[src/rtl/tt_pkg.sv]
package tt_pkg;
  localparam int CTRL_IDX = 0;
  localparam int RELOAD_IDX = 1;
  localparam int CURR_IDX = 2;
  localparam int FLAG_BIT = 16;

  typedef struct packed {
    logic use_bus;
    logic arm;
    logic run;
  } ctrl_t;
endpackage

[src/rtl/tt_regs.sv]
module tt_regs #(
  parameter int CNT_W  = 24,
  parameter int DATA_W = 32,
  parameter int ADDR_W = 2
) (
  input  logic              clk,
  input  logic              rst,
  input  logic              wr_en,
  input  logic [ADDR_W-1:0] addr,
  input  logic [DATA_W-1:0] wdata,
  output tt_pkg::ctrl_t     ctrl,
  output logic [CNT_W-1:0]  reload,
  output logic              cur_wr
);
  logic wr_ctrl, wr_reload;

  assign wr_ctrl   = wr_en && (addr == ADDR_W'(tt_pkg::CTRL_IDX));
  assign wr_reload = wr_en && (addr == ADDR_W'(tt_pkg::RELOAD_IDX));
  assign cur_wr    = wr_en && (addr == ADDR_W'(tt_pkg::CURR_IDX));

  always_ff @(posedge clk) begin
    if (rst) begin
      ctrl   <= '0;
      reload <= '0;
    end else begin
      if (wr_ctrl) begin
        ctrl.run     <= wdata[0];
        ctrl.arm     <= wdata[1];
        ctrl.use_bus <= wdata[2];
      end
      if (wr_reload) reload <= wdata[CNT_W-1:0];
    end
  end
endmodule

[src/rtl/tt_tick_sel.sv]
module tt_tick_sel (
  input  tt_pkg::ctrl_t ctrl,
  input  logic          bus_clk_en,
  input  logic          ref_tick,
  output logic          tick
);
  always_comb begin
    tick = ctrl.run && (ctrl.use_bus ? bus_clk_en : ref_tick);
  end
endmodule

[src/rtl/tt_counter.sv]
module tt_counter #(
  parameter int CNT_W = 24
) (
  input  logic             clk,
  input  logic             rst,
  input  logic             tick,
  input  logic             cur_wr,
  input  logic             ack,
  input  logic [CNT_W-1:0] reload,
  output logic [CNT_W-1:0] cnt_q,
  output logic             flag_q
);
  localparam logic [CNT_W-1:0] ONE = CNT_W'(1);

  always_ff @(posedge clk) begin
    if (rst) begin
      cnt_q  <= '0;
      flag_q <= 1'b0;
    end else if (cur_wr) begin
      cnt_q  <= '0;
      flag_q <= 1'b0;
    end else begin
      if (ack) flag_q <= 1'b0;
      if (tick) begin
        if (cnt_q == '0) begin
          cnt_q <= reload;
        end else begin
          cnt_q <= cnt_q - ONE;
          if (cnt_q == ONE) flag_q <= 1'b1;
        end
      end
    end
  end


  flag_set_chk: assert property (@(posedge clk) disable iff (rst)
    (tick && !cur_wr && cnt_q == ONE) |=> flag_q);

  cur_clear_chk: assert property (@(posedge clk) disable iff (rst)
    cur_wr |=> (cnt_q == '0 && !flag_q));

  hold_chk: assert property (@(posedge clk) disable iff (rst)
    (!tick && !cur_wr) |=> $stable(cnt_q));

  zero_reload_chk: assert property (@(posedge clk) disable iff (rst)
    (tick && !cur_wr && !ack && cnt_q == '0 && reload == '0) |=> (cnt_q == '0 && $stable(flag_q)));

  ack_clear_chk: assert property (@(posedge clk) disable iff (rst)
    (ack && !cur_wr && !(tick && cnt_q == ONE)) |=> !flag_q);
endmodule

[src/rtl/tick_timer.sv]
module tick_timer #(
  parameter int CNT_W  = 24,
  parameter int DATA_W = 32,
  parameter int ADDR_W = 2
) (
  input  logic              clk,
  input  logic              rst,
  input  logic              wr_en,
  input  logic [ADDR_W-1:0] addr,
  input  logic [DATA_W-1:0] wdata,
  output logic [DATA_W-1:0] rdata,
  input  logic              bus_clk_en,
  input  logic              ref_tick,
  input  logic              irq_ack,
  output logic              irq
);
  tt_pkg::ctrl_t    ctrl;
  logic [CNT_W-1:0] reload, cnt;
  logic             cur_wr, tick, flag;

  tt_regs #(.CNT_W(CNT_W), .DATA_W(DATA_W), .ADDR_W(ADDR_W)) u_regs (
    .clk(clk), .rst(rst), .wr_en(wr_en), .addr(addr), .wdata(wdata),
    .ctrl(ctrl), .reload(reload), .cur_wr(cur_wr)
  );

  tt_tick_sel u_sel (
    .ctrl(ctrl), .bus_clk_en(bus_clk_en), .ref_tick(ref_tick), .tick(tick)
  );

  tt_counter #(.CNT_W(CNT_W)) u_cnt (
    .clk(clk), .rst(rst), .tick(tick), .cur_wr(cur_wr), .ack(irq_ack),
    .reload(reload), .cnt_q(cnt), .flag_q(flag)
  );

  always_ff @(posedge clk) begin
    if (rst) begin
      rdata <= '0;
    end else begin
      rdata <= '0;
      case (addr)
        ADDR_W'(tt_pkg::CTRL_IDX): begin
          rdata[0] <= ctrl.run;
          rdata[1] <= ctrl.arm;
          rdata[2] <= ctrl.use_bus;
          rdata[tt_pkg::FLAG_BIT] <= flag;
        end
        ADDR_W'(tt_pkg::RELOAD_IDX): rdata[CNT_W-1:0] <= reload;
        ADDR_W'(tt_pkg::CURR_IDX):   rdata[CNT_W-1:0] <= cnt;
        default: rdata <= '0;
      endcase
    end
  end

  assign irq = flag && ctrl.arm;


  irq_disarm_chk: assert property (@(posedge clk) disable iff (rst)
    (wr_en && addr == ADDR_W'(tt_pkg::CTRL_IDX) && !wdata[1]) |=> !irq);
endmodule

[config.mk]
export PLATFORM = sky130hd
export DESIGN_NAME = tick_timer
export DESIGN_NICKNAME = d
export VERILOG_FILES = /design/src/rtl/tt_pkg.sv /design/src/rtl/tt_regs.sv /design/src/rtl/tt_tick_sel.sv /design/src/rtl/tt_counter.sv /design/src/rtl/tick_timer.sv
export SDC_FILE = /design/constraint.sdc
export NUM_CORES = 1
export LEC_CHECK = 0
export BUFFER_PORTS_ARGS = -buffer_cell sky130_fd_sc_hd__clkbuf_2
export CAP_MARGIN = 5
export CORE_MARGIN = 1
export CORE_UTILIZATION = 25
export CTS_BUF_LIST = sky130_fd_sc_hd__clkbuf_8
export CTS_CLUSTER_DIAMETER = 80
export DETAILED_ROUTE_END_ITERATION = 16
export HOLD_SLACK_MARGIN = 0.03
export PLACE_DENSITY = 0.5
export SLEW_MARGIN = 20
export SYNTH_ARGS = -nofsm -noshare
export SYNTH_HDL_FRONTEND = slang
export SYNTH_HIERARCHICAL = 1
export SYNTH_SLANG_ARGS = --single-unit
[constraint.sdc]
create_clock -name clk -period 3.5 [get_ports clk]
set_clock_uncertainty 0.2 [all_clocks]
set_input_delay 0.35 -clock clk [delete_from_list [all_inputs] [get_ports clk]]
set_output_delay 0.35 -clock clk [all_outputs]
set_load 0.02 [all_outputs]
Yosys cells after proc, flatten, opt, wreduce, memory -nomap -nowiden
Cells that the tools add are included.
- flip-flop bits (word level): 84
- input bits: 40
- output and inout bits: 33
- logic and storage cells: 30
- $add $sub $neg: 1
- eq/ne operators: 3
- muxes and demuxes: 10
- reductions and logical operators: 8
- operator list (kind ; count):
    case mux 13 bit (2 select lines) ; 1
    equality test 24 x 1 -> 1 bit (second input constant) ; 1
    logical NOT 24 bit ; 1
    2-to-1 mux 24 bit ; 1
    subtractor 24 x 1 -> 24 bit (second input constant) ; 1
    case mux 7 bit (2 select lines) ; 1
    case mux 3 bit (3 select lines) ; 1
    logical AND 1 bit ; 5
    2-to-1 mux 1 bit ; 5
    case mux 1 bit (3 select lines) ; 1
    equality test 2 x 1 -> 1 bit (second input constant) ; 1
    equality test 2 bit (second input constant) ; 1
    logical NOT 2 bit ; 1
    OR reduction 2 bit ; 1

Depth between registers and ports, before layout
Gate-level depths: netlist (run 1).
- depth in word-level cells: 4
- gate-level depth with buffers: 9
- depth with buffers taken out: 7

Modules after synthesis
Netlist (run 1), hierarchy kept.
- by module, submodules not included (module ; times used ; cells an instance ; area an instance (um2) ; sequential area each (um2)):
    tt_counter ; 1 ; 207 ; 1731.7 ; 500.5
    tt_regs ; 1 ; 117 ; 1214.9 ; 540.5
    tick_timer ; 1 ; 95 ; 967.2 ; 480.5
    tt_tick_sel ; 1 ; 2 ; 16.3 ; 0.0

Worst setup path before layout (run 1)
OpenSTA, ideal clock, no wires.
- path type: flip-flop to flip-flop
- start: register u_cnt.cnt_q[15]
- end: register u_cnt.cnt_q[8]
- library setup time: 0.117 ns
- data arrival time: 2.146 ns
- required time: 3.183 ns
- slack: 1.036 ns
- stages on the path, launching flop included: 7
- path buffers: 1
- period minus slack after synthesis: 2.464 ns
- cells stage by stage: dfxtp_1 or3_4 or4_4 buf_6 nor3_4 mux2_2 a32o_1
- word-level cells in the longest chain between the ends: 2
- RTL lines (item ; line ; text):
    from (decl) ; tt_counter.sv:10 ; output logic [CNT_W-1:0] cnt_q,
    from (signal assigned) ; tt_counter.sv:26 ; cnt_q <= reload;
    from (signal assigned) ; tt_counter.sv:28 ; cnt_q <= cnt_q - ONE;
    logical NOT 24 bit ; tt_counter.sv:25 ; if (cnt_q == '0) begin
    2-to-1 mux 24 bit ; tt_counter.sv:25 ;
No other way between the ends.
A chain may end at the register's enable or synchronous reset.

Worst setup path in the final report (run 1)
- start: register u_cnt.cnt_q[2]
- end: register u_cnt.cnt_q[8]
- word-level cells in the longest chain between the ends: 2
- elaborated cells between the ends (all ways): 3
- those cells by class: 1 x add/sub; 1 x mux; 1 x reduce/logical
- RTL lines (item ; line):
    subtractor 24 x 1 -> 24 bit / logical NOT 24 bit (equally long branches) ; tt_counter.sv:28, tt_counter.sv:25
    2-to-1 mux 24 bit (*) ; tt_counter.sv:25
Every way passes the cells marked *; elsewhere a longest branch is shown, timed or not.

==> impl_results.md, run 1 <==
- Area share of the largest cell type after synthesis: between 30% and 40%
- Syn Std Cell Area: a little under 4000 um^2
- Design area: 4580 um^2
- Drt total wl: about 10000 um
- Outcome: complete, no violations
- Flip-flop and latch area: roughly 1500 um^2
- FILL cells: 1653
- Clk Latency, worst-skew pair: about 0.36 ns
- Gr ovfl total: 0
- Worst Path Buf+Inv: 1
- CTS tree: yes
- Final setup viols: 0
- Hold Crit Endpoint: u_regs/reload[12]
- Largest net degree at the start of global routing: 56
- Hold wc startpoint: wdata[12]
- Layout cell share with drive strength beyond 1: between 20% and 30%
- Die Ht: around 130 um
- RSZ-0062 raised after global routing: false
- H-tree depth: 3
- Top cells by area, synth: dfxtp_1 39%, mux2i_1 8.7%, nand2b_1 8.3%
- Final critical-path required period: ~2.7 ns
- Avg WL per Cell: 14.6 um
- Ys async rst share: 0%
- Overall Power: about 2.0 mW
- Crit path arrival time: approximately 2.7 ns
- Leakage: approximately 1.8 nW
- Pre-antenna DRT Iters: 5
- Reg-to-reg startpoint: u_cnt/cnt_q[2]
- Vias/cell: 4.66
- Multi-input gate area: around 2100 um^2
- Worst Path Required: between 3 and 4 ns
- GR Util All Layers: about an eighth
- DRC: 0
- Clock Path Buffers: 2
- Initial antenna violation count: 0
- Number of synthesized flops with an enable pin: 0
- Yosys top cell by area: dfxtp_1
- Max_slew headroom: roughly 37%
- Post-CTS sizing: 0
- Clock root cell: clkbuf_8
- # rows: 45
- Final Hold Viols: 0
- Die width: about 130 um
- Most frequent cells in the layout: 76 x dfxtp_1, 56 x clkbuf_2, 52 x nand2b_1
- Sequential area share after synthesis: between 30% and 40%
- Post-CTS setup repair buffer count: 0
- # clock sinks: 76
- First-pass GRT wire length: approximately 17000 um
- Vias post-DR: around 3200
- Hold Buf Count CTS: 14
- Initial core utilization: about a quarter
- Max stage delay on crit path: between 0.6 and 0.7 ns
- Die area: roughly 16000 um^2
- Top FF cell, synth: dfxtp_1
- Ant diodes: 0
- Remaining antenna violation count: 0
- Via count of the first global-routing pass: 3325
- Num ports: between 70 and 80
- Final Max Tran Viols: 0
- Clk slew on worst S/H paths: about 0.080 ns
- Avg Cell Area, Syn: approximately 9.3 um^2
- Worst-path maximum fanout: 15
- Worst VDD drop: 0.193 mV
- Reg2Reg Setup Slack: 0.82 ns
- Layout Nets: 524
- Critical path class: reg -> reg
- Reg-to-reg endpoint: u_cnt/cnt_q[8]
- Worst hold path class: in -> reg
- Critical path startpoint category: flip-flop
- DP Worst Slack: between 0.8 and 0.9 ns
- CP Capture Type: flip-flop
- HPWL after detailed placement: roughly 7000 um
- Drt first-iter violations: roughly 190
- Cells after synthesis: ~420
- PwrDens: 429 nW/um^2
- Core Area: about 15000 um^2
- Achievable frequency: between 300 and 400 MHz
- Slowest stage cell, crit path: nor4_1
- Placer Congestion: between 0.8 and 0.9
- Library cells used by synthesis: 56
- Placed Area: ~4200 um^2
- CP cell instances: nor4_1 > nand3_1 > nor3_4 > buf_4 > mux2_2 > a32o_1
- Setup ws final: approximately 0.8 ns
- TritonCTS Buffers: 9
- Commonest non-fill, non-tap cell in the layout: dfxtp_1
- Synth warnings: 6
- FF-to-FF path depth: 6
- Yosys reg bits: 76
- Max Cap Viol: 0
- Worst slew pin tran: about 0.95 ns
- Final Cycle Share: about three quarters
- Setup TNS Final: 0 ns
- Hold depth: 3
- Critical path's top delay family: simple AND/OR/NAND/NOR gates
- Synth-to-Final Area Change: 16.6%
- I/O Buffers: 56
==> worst register-to-register path, stage by stage (launching register included) <==
cell,delay [ns]
dfxtp_1,0.38
nor4_1,0.62
nand3_1,0.29
nor3_4,0.25
buf_4,0.27
mux2_2,0.36
a32o_1,0.20
==> layer usage <==
layer | vias up | track usage (%) | share of wire, %
met5 | - | 0 | 0
met3 | 12 | 3.35 | 5.4
met4 | 0 | 5.81 | 1.6
li1 | 1603 | - | -
met1 | 1518 | 17.3 | 49
met2 | 93 | 20.9 | 44
==> how the worst max path moves through the flow <==
stage | startpoint | to | slack, ns | depth (start not counted)
CTS | u_cnt/cnt_q[2] | u_cnt/cnt_q[8] | 0.87 | 6
detailed placement | u_cnt/cnt_q[2] | u_cnt/cnt_q[8] | 0.89 | 6
floorplan | u_cnt/cnt_q[15] | u_cnt/cnt_q[8] | 1.04 | 6
finish | u_cnt/cnt_q[2] | u_cnt/cnt_q[8] | 0.82 | 6
global placement | u_cnt/cnt_q[15] | u_cnt/cnt_q[8] | 0.90 | 6
global route | u_cnt/cnt_q[2] | u_cnt/cnt_q[8] | 0.56 | 6
==> final cells by class <==
type	instances	area share [%]
clock buffer	12	3.61
clock inverter	3	0.819
inverter	12	0.983
multi-input combinational	301	45.3
sequential	76	33.2
tap	211	5.76
timing repair buffer	77	10.3
==> cells in the mapped netlist, drive strengths merged (2+ instances only) <==
master / instances
nor3: 12
o22ai: 4
and3b: 2
a31oi: 4
a22o: 2
nor3b: 2
a22oi: 20
nand2b: 52
a32o: 4
mux2: 5
nor2: 44
or4: 6
nand4: 2
or3: 5
o31ai: 6
and2: 2
buf: 25
o2bb2ai: 4
nand3: 4
nor4: 8
ha: 7
nand4b: 3
a21oi: 10
o41ai: 2
clkbuf: 14
a222oi: 4
inv: 12
dfxtp: 76
mux2i: 34
a221oi: 3
nand2: 11
a2bb2oi: 3
o21ai: 13
or2: 4
nor2b: 2
==> metrics by stage <==
step           hold slack [ns]  instances  utilization, %
2_1_floorplan            0.227        428               -
4_1_cts                 0.0307        692            30.0
6_report                0.0485        692            30.0
3_3_place_gp             0.280        663            27.8
5_1_grt                 0.0360        692            30.0
3_5_place_dp             0.283        663            27.8
==> cell families after synthesis <==
logic type	count (synthesis)	synth area share, %
AO/OA/AOI/OAI	85	16.4
adder cells (fa/ha/maj)	7	2.23
buffers and inverters	51	9.23
flip-flops	76	38.7
multiplexers	39	10.1
other	1	0.0954
AND/OR/NAND/NOR	162	23.3
==> flip-flops by register name (all words and copies together), names as in the netlist <==
name	cells
u_cnt/cnt_q	24
u_regs/ctrl	3
u_regs/reload	24
u_cnt/flag_q	1
rdata	24
==> where the power goes <==
| group | switching (mW) | total [mW] | leakage, nW | internal [mW] |
|---|---|---|---|---|
| combinational | 0.216 | 0.374 | 1.03 | 0.157 |
| sequential | 0.0184 | 0.900 | 0.614 | 0.882 |
| clock | 0.312 | 0.692 | 0.111 | 0.379 |
Power figures use the tool's default switching activity.
==> run 2, diff against run 1 <==
--- a/config.mk
+++ b/config.mk
@@ -5,6 +5,7 @@
 export SDC_FILE = /design/constraint.sdc
 export NUM_CORES = 1
 export LEC_CHECK = 0
+export ABC_AREA = 1
 export BUFFER_PORTS_ARGS = -buffer_cell sky130_fd_sc_hd__clkbuf_2
 export CAP_MARGIN = 5
 export CORE_MARGIN = 1
@@ -13,7 +14,7 @@
 export CTS_CLUSTER_DIAMETER = 80
 export DETAILED_ROUTE_END_ITERATION = 16
 export HOLD_SLACK_MARGIN = 0.03
-export PLACE_DENSITY = 0.5
+export PLACE_DENSITY = 0.51
 export SLEW_MARGIN = 20
 export SYNTH_ARGS = -nofsm -noshare
 export SYNTH_HDL_FRONTEND = slang
==> constraint.sdc (replaced) <==
create_clock -name clk -period 2.32 [get_ports clk]
set_clock_uncertainty 0.2 [all_clocks]
set_input_delay 0.232 -clock clk [delete_from_list [all_inputs] [get_ports clk]]
set_output_delay 0.232 -clock clk [all_outputs]
set_load 0.02 [all_outputs]
==> impl_results.md, run 2 <==
- Outcome: complete, no violations (unchanged)
- Ant diodes: 0 (unchanged)
- Hold Crit Endpoint: u_regs/ctrl[0] (was u_regs/reload[12])
- Met2 track demand over resource: 22.4% (was 20.9%)
- Worst slew pin tran: 0.887 ns (was 0.952 ns)
- Max Cap Viol: 0 (unchanged)
- # rows: 47 (was 45)
- PwrDens: 664 nW/um^2 (was 429 nW/um^2)
- Layout cell share with drive strength beyond 1: 19.8% (was 20.2%)
- Number of synthesized flops with an enable pin: 0 (unchanged)
- Initial antenna violation count: 0 (unchanged)
- CP cell instances: inv_1 > ha_1 > nand2_4 > nor2_8 > buf_4 > nand3_1 > o21ai_1 > nand2_1 > a21oi_1 (was nor4_1 > nand3_1 > nor3_4 > buf_4 > mux2_2 > a32o_1)
- Placer Congestion: 0.773 (was 0.819)
- Most frequent cells in the layout: 201 x nand2_1, 102 x nor2_1, 76 x dfxtp_1 (was 76 x dfxtp_1, 56 x clkbuf_2, 52 x nand2b_1)
- Layout Nets: 771 (was 524)
- Top cells by area, synth: dfxtp_1 35%, nand2_1 17%, nor2_1 8.8% (was dfxtp_1 39%, mux2i_1 8.7%, nand2b_1 8.3%)
- GR Util All Layers: 13.3% (about the same)
- GRT met1 Usage: 16.4% (was 17.3%)
- Die Ht: 134 um (was 127 um)
- Final Max Tran Viols: 0 (unchanged)
- Slowest stage cell, crit path: dfxtp_1 (was nor4_1)
- Reg-to-reg startpoint: u_cnt/cnt_q[1] (was u_cnt/cnt_q[2])
- Reg2Reg Setup Slack: 0.42 ns (was 0.82 ns)
- Die area: 17800 um^2 (was 16200 um^2)
- I/O Buffers: 56 (unchanged)
- Worst-path maximum fanout: 8 (was 15)
- Gr ovfl total: 0 (unchanged)
- Core Area: 16800 um^2 (was 15300 um^2)
- Met3 GRT Util: 2.85% (was 3.35%)
- Ys async rst share: 0% (unchanged)
- Non-filler cells, final: 948 (was 692)
- Yosys top cell by area: dfxtp_1 (unchanged)
- FF-to-FF path depth: 9 (was 6)
- Pre-antenna DRT Iters: 4 (was 5)
- Vias post-DR: 3977 (was 3226)
- Max_slew headroom: 40.5% (was 36.6%)
- # clock sinks: 76 (unchanged)
- H-tree depth: 3 (unchanged)
- Via count of the first global-routing pass: 3830 (was 3325)
- Sequential area share after synthesis: 35.1% (was 38.7%)
- Num ports: 73 (unchanged)
- Syn Std Cell Area: 4330 um^2 (was 3930 um^2)
- Reg-to-reg endpoint: u_cnt/cnt_q[4] (was u_cnt/cnt_q[8])
- Synth-to-Final Area Change: 20.4% (was 16.6%)
- Clk Latency, worst-skew pair: 0.36 ns (about the same)
- Largest net degree at the start of global routing: 49 (was 56)
- Drt total wl: 11000 um (was 10100 um)
- HPWL after detailed placement: 7730 um (was 6980 um)
- Top FF cell, synth: dfxtp_1 (unchanged)
- Final setup viols: 0 (unchanged)
- CP Capture Type: flip-flop (unchanged)
- Leakage: 2.41 nW (was 1.75 nW)
- Worst hold path class: in -> reg (unchanged)
- Final critical-path required period: 1.90 ns (was 2.68 ns)
- Setup TNS Final: 0 ns (unchanged)
- Drt first-iter violations: 194 (was 185)
- Area share of the largest cell type after synthesis: 35.1% (was 38.7%)
- Top Usage Layer GRT: met2 (unchanged)
- Commonest non-fill, non-tap cell in the layout: nand2_1 (was dfxtp_1)
- Clk slew on worst S/H paths: 0.07 ns (was 0.08 ns)
- Yosys reg bits: 76 (unchanged)
- Multi-input gate area: 2310 um^2 (was 2070 um^2)
- Hold depth: 3 (unchanged)
- Synth warnings: 6 (unchanged)
- Cell with the most instances after synthesis: nand2_1 (was dfxtp_1)
- Hold wc startpoint: wr_en (was wdata[12])
- RSZ-0062 raised after global routing: false (unchanged)
- Critical path startpoint category: flip-flop (unchanged)
- Cells after synthesis: 645 (was 421)
- First-pass GRT wire length: 18700 um (was 16800 um)
- Max stage delay on crit path: 0.34 ns (was 0.62 ns)
- Final Hold Viols: 0 (unchanged)
- Library cells used by synthesis: 32 (was 56)
- TritonCTS Buffers: 9 (unchanged)
- Placed insts: 907 (was 663)
- DRC: 0 (unchanged)
- Flip-flop and latch area: 1520 um^2 (unchanged)
- Clock root cell: clkbuf_8 (unchanged)
- Vias/cell: 4.20 (was 4.66)
- CTS tree: yes (unchanged)
- Largest registers: rdata x24, u_cnt/cnt_q x24, u_regs/reload x24 (unchanged)
- FILL cells: 1904 (was 1653)
- Worst Path Required: 2.41 ns (was 3.55 ns)
- Die width: 134 um (was 127 um)
- Crit path arrival time: 1.99 ns (was 2.73 ns)
- Post-synth top cells: 201 x nand2_1, 102 x nor2_1, 76 x dfxtp_1, 69 x inv_1, 33 x nand3_1 (was 76 x dfxtp_1, 52 x nand2b_1, 44 x nor2_1, 34 x mux2i_1, 20 x a22oi_1)
- Worst Hold Slack: 0.0856 ns (was 0.0485 ns)
- Remaining antenna violation count: 0 (unchanged)
- Avg WL per Cell: 11.6 um (was 14.6 um)
- Achievable frequency: 526 MHz (was 374 MHz)
- Avg Cell Area, Syn: 6.71 um^2 (was 9.33 um^2)
- Final Cycle Share: 81.9% (was 76.5%)
- Clock Path Buffers: 2 (unchanged)
- Initial core utilization: 25.8% (about the same)
- Critical path class: reg -> reg (unchanged)
- Worst VDD drop: 0.315 mV (was 0.193 mV)
## run 2: worst max-delay path by stage
stage | startpoint | end | slack (ns) | cells after the start
finish | u_cnt/cnt_q[1] | u_cnt/cnt_q[4] | 0.42 | 9
global route | u_cnt/cnt_q[0] | u_cnt/cnt_q[16] | 0.23 | 10
CTS | u_cnt/cnt_q[1] | u_cnt/cnt_q[4] | 0.41 | 9
detailed placement | u_cnt/cnt_q[1] | u_cnt/cnt_q[4] | 0.42 | 9
global placement | u_cnt/cnt_q[1] | u_cnt/cnt_q[4] | 0.43 | 10
floorplan | u_cnt/cnt_q[0] | u_cnt/cnt_q[17] | 0.56 | 10
## run 2: cell families after synthesis
kind of cell	share of synthesized area [%]
AOI/OAI and AO/OA	8.70
and+or+nand+nor	41.2
adders and majority gates	2.02
DFF	35.1
buffers and inverters	12.1
other	0.0866
xor gates and xnor gates	0.809
## run 2: critical path, delay by kind of cell, from the launching register on
kind                       cells  cell delay [ns]
AOI/OAI and AO/OA              2             0.28
DFF                            1             0.34
buffers and inverters          2             0.28
and+or+nand+nor                4             0.52
adders and majority gates      1             0.23
## run 2: per-stage QoR
step	utilization (%)	total power [mW]	setup slack, ns	instance area, um^2
after global routing	31.1	3.70	0.226	5210
after CTS	31.1	3.53	0.406	5210
final	31.1	3.46	0.419	5210
after detailed placement	28.5	2.49	0.418	4770
after global placement	28.5	2.49	0.429	4770
after floorplan	-	2.27	0.562	4360
## run 2: layout make-up
type	instances	share of cell area, %
clock buffers	10	2.64
clock inverters	5	0.888
inverters	70	5.04
multi-input cells	471	44.3
flip-flops and latches	76	29.2
well taps	220	5.28
repair buffers	96	12.6
## run 2: what timing repair did
action                                  CTS  global route
hold buffers                             26             0
endpoints found under the setup margin    0             0
gates resized for setup                   0             0
setup buffers                             0             0
endpoints found under the hold margin    32             0
## run 2: where the power goes
group / total [mW] / internal (mW) / switching [mW]
Sequential: 1.39 / 1.35 / 0.0434
Clock: 0.974 / 0.507 / 0.467
Combinational: 1.10 / 0.415 / 0.681
Total: 3.46 / 2.27 / 1.19
## run 2: routing by layer
metal,share of wire (%),up-vias
li1,-,2141
met1,47,1770
met2,48,60
met3,3.6,6
met4,1.2,0
met5,0,-
==> run 3, diff against run 2 <==
--- a/config.mk
+++ b/config.mk
@@ -5,7 +5,7 @@
 export SDC_FILE = /design/constraint.sdc
 export NUM_CORES = 1
 export LEC_CHECK = 0
-export ABC_AREA = 1
+export ABC_AREA = 0
 export BUFFER_PORTS_ARGS = -buffer_cell sky130_fd_sc_hd__clkbuf_2
 export CAP_MARGIN = 5
 export CORE_MARGIN = 1
@@ -14,7 +14,7 @@
 export CTS_CLUSTER_DIAMETER = 80
 export DETAILED_ROUTE_END_ITERATION = 16
 export HOLD_SLACK_MARGIN = 0.03
-export PLACE_DENSITY = 0.51
+export PLACE_DENSITY = 0.52
 export SLEW_MARGIN = 20
 export SYNTH_ARGS = -nofsm -noshare
 export SYNTH_HDL_FRONTEND = slang
==> constraint.sdc (replaced) <==
create_clock -name clk -period 1.5 [get_ports clk]
set_clock_uncertainty 0.2 [all_clocks]
set_input_delay 0.15 -clock clk [delete_from_list [all_inputs] [get_ports clk]]
set_output_delay 0.15 -clock clk [all_outputs]
set_load 0.02 [all_outputs]
==> impl_results.md, run 3 (synthesis results as in run 1) <==
- Ant diodes: 0 (unchanged)
- Worst hold path class: in -> reg (unchanged)
- Final setup viols: 25 (was 0)
- Final Max Tran Viols: 0 (unchanged)
- Pre-antenna DRT Iters: 5 (was 4)
- Max Cap Viol: 0 (unchanged)
- Gr ovfl total: 0 (unchanged)
- Reg-to-reg endpoint: u_cnt/cnt_q[21] (was u_cnt/cnt_q[4])
- HPWL after detailed placement: 8300 um (was 7730 um)
- Most frequent cells in the layout: 73 x buf_4, 68 x dfxtp_1, 56 x clkbuf_2 (was 201 x nand2_1, 102 x nor2_1, 76 x dfxtp_1)
- Critical path class: reg -> reg (unchanged)
- Largest registers: rdata x24, u_cnt/cnt_q x24, u_regs/reload x24 (unchanged)
- DRC: 0 (unchanged)
- Avg WL per Cell: 15.2 um (was 11.6 um)
- Via count of the first global-routing pass: 3809 (was 3830)
- Worst VDD drop: 0.472 mV (was 0.315 mV)
- Commonest non-fill, non-tap cell in the layout: buf_4 (was nand2_1)
- Final critical-path required period: 2.36 ns (was 1.90 ns)
- H-tree depth: 3 (unchanged)
- Reg2Reg Setup Slack: -0.86 ns (was 0.42 ns)
- Clk Latency, worst-skew pair: 0.36 ns (about the same)
- Initial core utilization: 25.8% (about the same)
- FF-to-FF path depth: 6 (was 9)
- Leakage: 2.30 nW (was 2.41 nW)
- # clock sinks: 76 (unchanged)
- Drt first-iter violations: 236 (was 194)
- Worst Path Required: 1.56 ns (was 2.41 ns)
- Initial antenna violation count: 0 (unchanged)
- Largest net degree at the start of global routing: 35 (was 49)
- CTS tree: yes (unchanged)
- Worst Setup SP: u_cnt/cnt_q[17] (was u_cnt/cnt_q[1])
- Die area: 16200 um^2 (was 17800 um^2)
- Reg-to-reg startpoint: u_cnt/cnt_q[17] (was u_cnt/cnt_q[1])
- Layout cell share with drive strength beyond 1: 38.4% (was 19.8%)
- CP Capture Type: flip-flop (unchanged)
- Synth-to-Final Area Change: 44.1% (was 20.4%)
- TritonCTS Buffers: 9 (unchanged)
- Crit path arrival time: 2.42 ns (was 1.99 ns)
- Vias post-DR: 3675 (was 3977)
- Placed insts: 737 (was 907)
- Max stage delay on crit path: 0.44 ns (was 0.34 ns)
- CP cell instances: or3_4 > or4_4 > nor3_4 > buf_6 > mux2_4 > a32o_1 (was inv_1 > ha_1 > nand2_4 > nor2_8 > buf_4 > nand3_1 > o21ai_1 > nand2_1 > a21oi_1)
- RSZ-0062 raised after global routing: true (was false)
- Non-filler cells, final: 787 (was 948)
- Die Ht: 127 um (was 134 um)
- Remaining antenna violation count: 0 (unchanged)
- Setup ws final: -0.858 ns (was 0.419 ns)
- I/O Buffers: 56 (unchanged)
- Failing checks: setup timing
- Final Cycle Share: 157% (was 81.9%)
- Clock Path Buffers: 2 (unchanged)
- Critical Path Sink: u_cnt/cnt_q[21] (was u_cnt/cnt_q[4])
- Critical path startpoint category: flip-flop (unchanged)
- First-pass GRT wire length: 19100 um (was 18700 um)
- DP Worst Slack: -0.939 ns (was 0.418 ns)
- Slowest stage cell, crit path: or4_4 (was dfxtp_1)
- GR Util All Layers: 15.2% (was 13.3%)
- Clock root cell: clkbuf_8 (unchanged)
- Num ports: 73 (unchanged)
- Vias/cell: 4.67 (was 4.20)
- Setup TNS Final: -19.47 ns (was 0 ns)
- Die width: 127 um (was 134 um)
- Final Hold Viols: 0 (unchanged)
- Clk slew on worst S/H paths: 0.08 ns (was 0.07 ns)
- # rows: 45 (was 47)
- Drt total wl: 12000 um (was 11000 um)
- Outcome: finished, violations left (was complete, no violations)
- PwrDens: 910 nW/um^2 (was 664 nW/um^2)
- Placer Congestion: 0.832 (was 0.773)
- Achievable frequency: 424 MHz (was 526 MHz)
- Worst-path maximum fanout: 5 (was 8)
- Layout Nets: 618 (was 771)
- Core Area: 15300 um^2 (was 16800 um^2)
run 3: how the worst min path moves through the flow:
stage	from	endpoint	slack, ns	cells after the start
2_1_floorplan	rst	rdata[0]	0.03	1
3_3_place_gp	wdata[22]	u_regs/reload[22]	0.21	3
3_5_place_dp	wdata[15]	u_regs/reload[15]	0.21	3
4_1_cts	wr_en	u_regs/ctrl[2]	0.07	3
5_1_grt	wr_en	u_regs/ctrl[1]	0.09	3
6_report	wr_en	u_regs/ctrl[1]	0.07	3
run 3: per-stage QoR:
stage | total power, mW | util, % | cell area [um^2] | hold slack (ns)
3_3_place_gp | 3.25 | 31.9 | 4860 | 0.205
3_5_place_dp | 3.27 | 31.9 | 4860 | 0.207
2_1_floorplan | 2.90 | - | 4020 | 0.0268
5_1_grt | 5.40 | 37.1 | 5660 | 0.0881
4_1_cts | 5.07 | 36.4 | 5550 | 0.0653
6_report | 5.15 | 37.1 | 5660 | 0.0747
run 3: repair_timing:
action                     in CTS  in global routing
gates cloned                    1                  0
pin swaps                      23                  5
hold endpoints to repair       28                  0
gates resized for setup        42                 21
buffers inserted                6                  2
hold buffers                   25                  0
setup endpoints to repair      25                 25
run 3: worst max-delay path, delay by kind of cell (launching register included):
family,cells,cell delay (ns)
AOI/OAI and AO/OA,1,0.19
and+or+nand+nor,3,1.06
muxes,1,0.30
buffers and inverters,1,0.17
DFF,1,0.32
run 3: final cells by class:
type	instances	area, um^2
clock buffer	9	124
inverter	12	45.0
clock inverter	7	60.1
multi-input combinational	301	2330
tap	211	264
timing repair buffer	171	1300
sequential	76	1530
fill	1551	9600
run 3: power by group:
part / switching, mW / leakage, nW / internal, mW
registers: 0.0348 / 0.619 / 2.06
clock network: 0.781 / 0.101 / 0.748
logic: 0.723 / 1.58 / 0.810
total: 1.54 / 2.30 / 3.62
run 3: layer usage:
| layer | vias to the layer above | routed length (um) | GRT usage [%] |
|---|---|---|---|
| met5 | - | 0 | 0 |
| li1 | 1798 | - | - |
| met1 | 1740 | 5440 | 19.2 |
| met4 | 0 | 138 | 5.53 |
| met3 | 15 | 717 | 4.10 |
| met2 | 122 | 5690 | 24.9 |
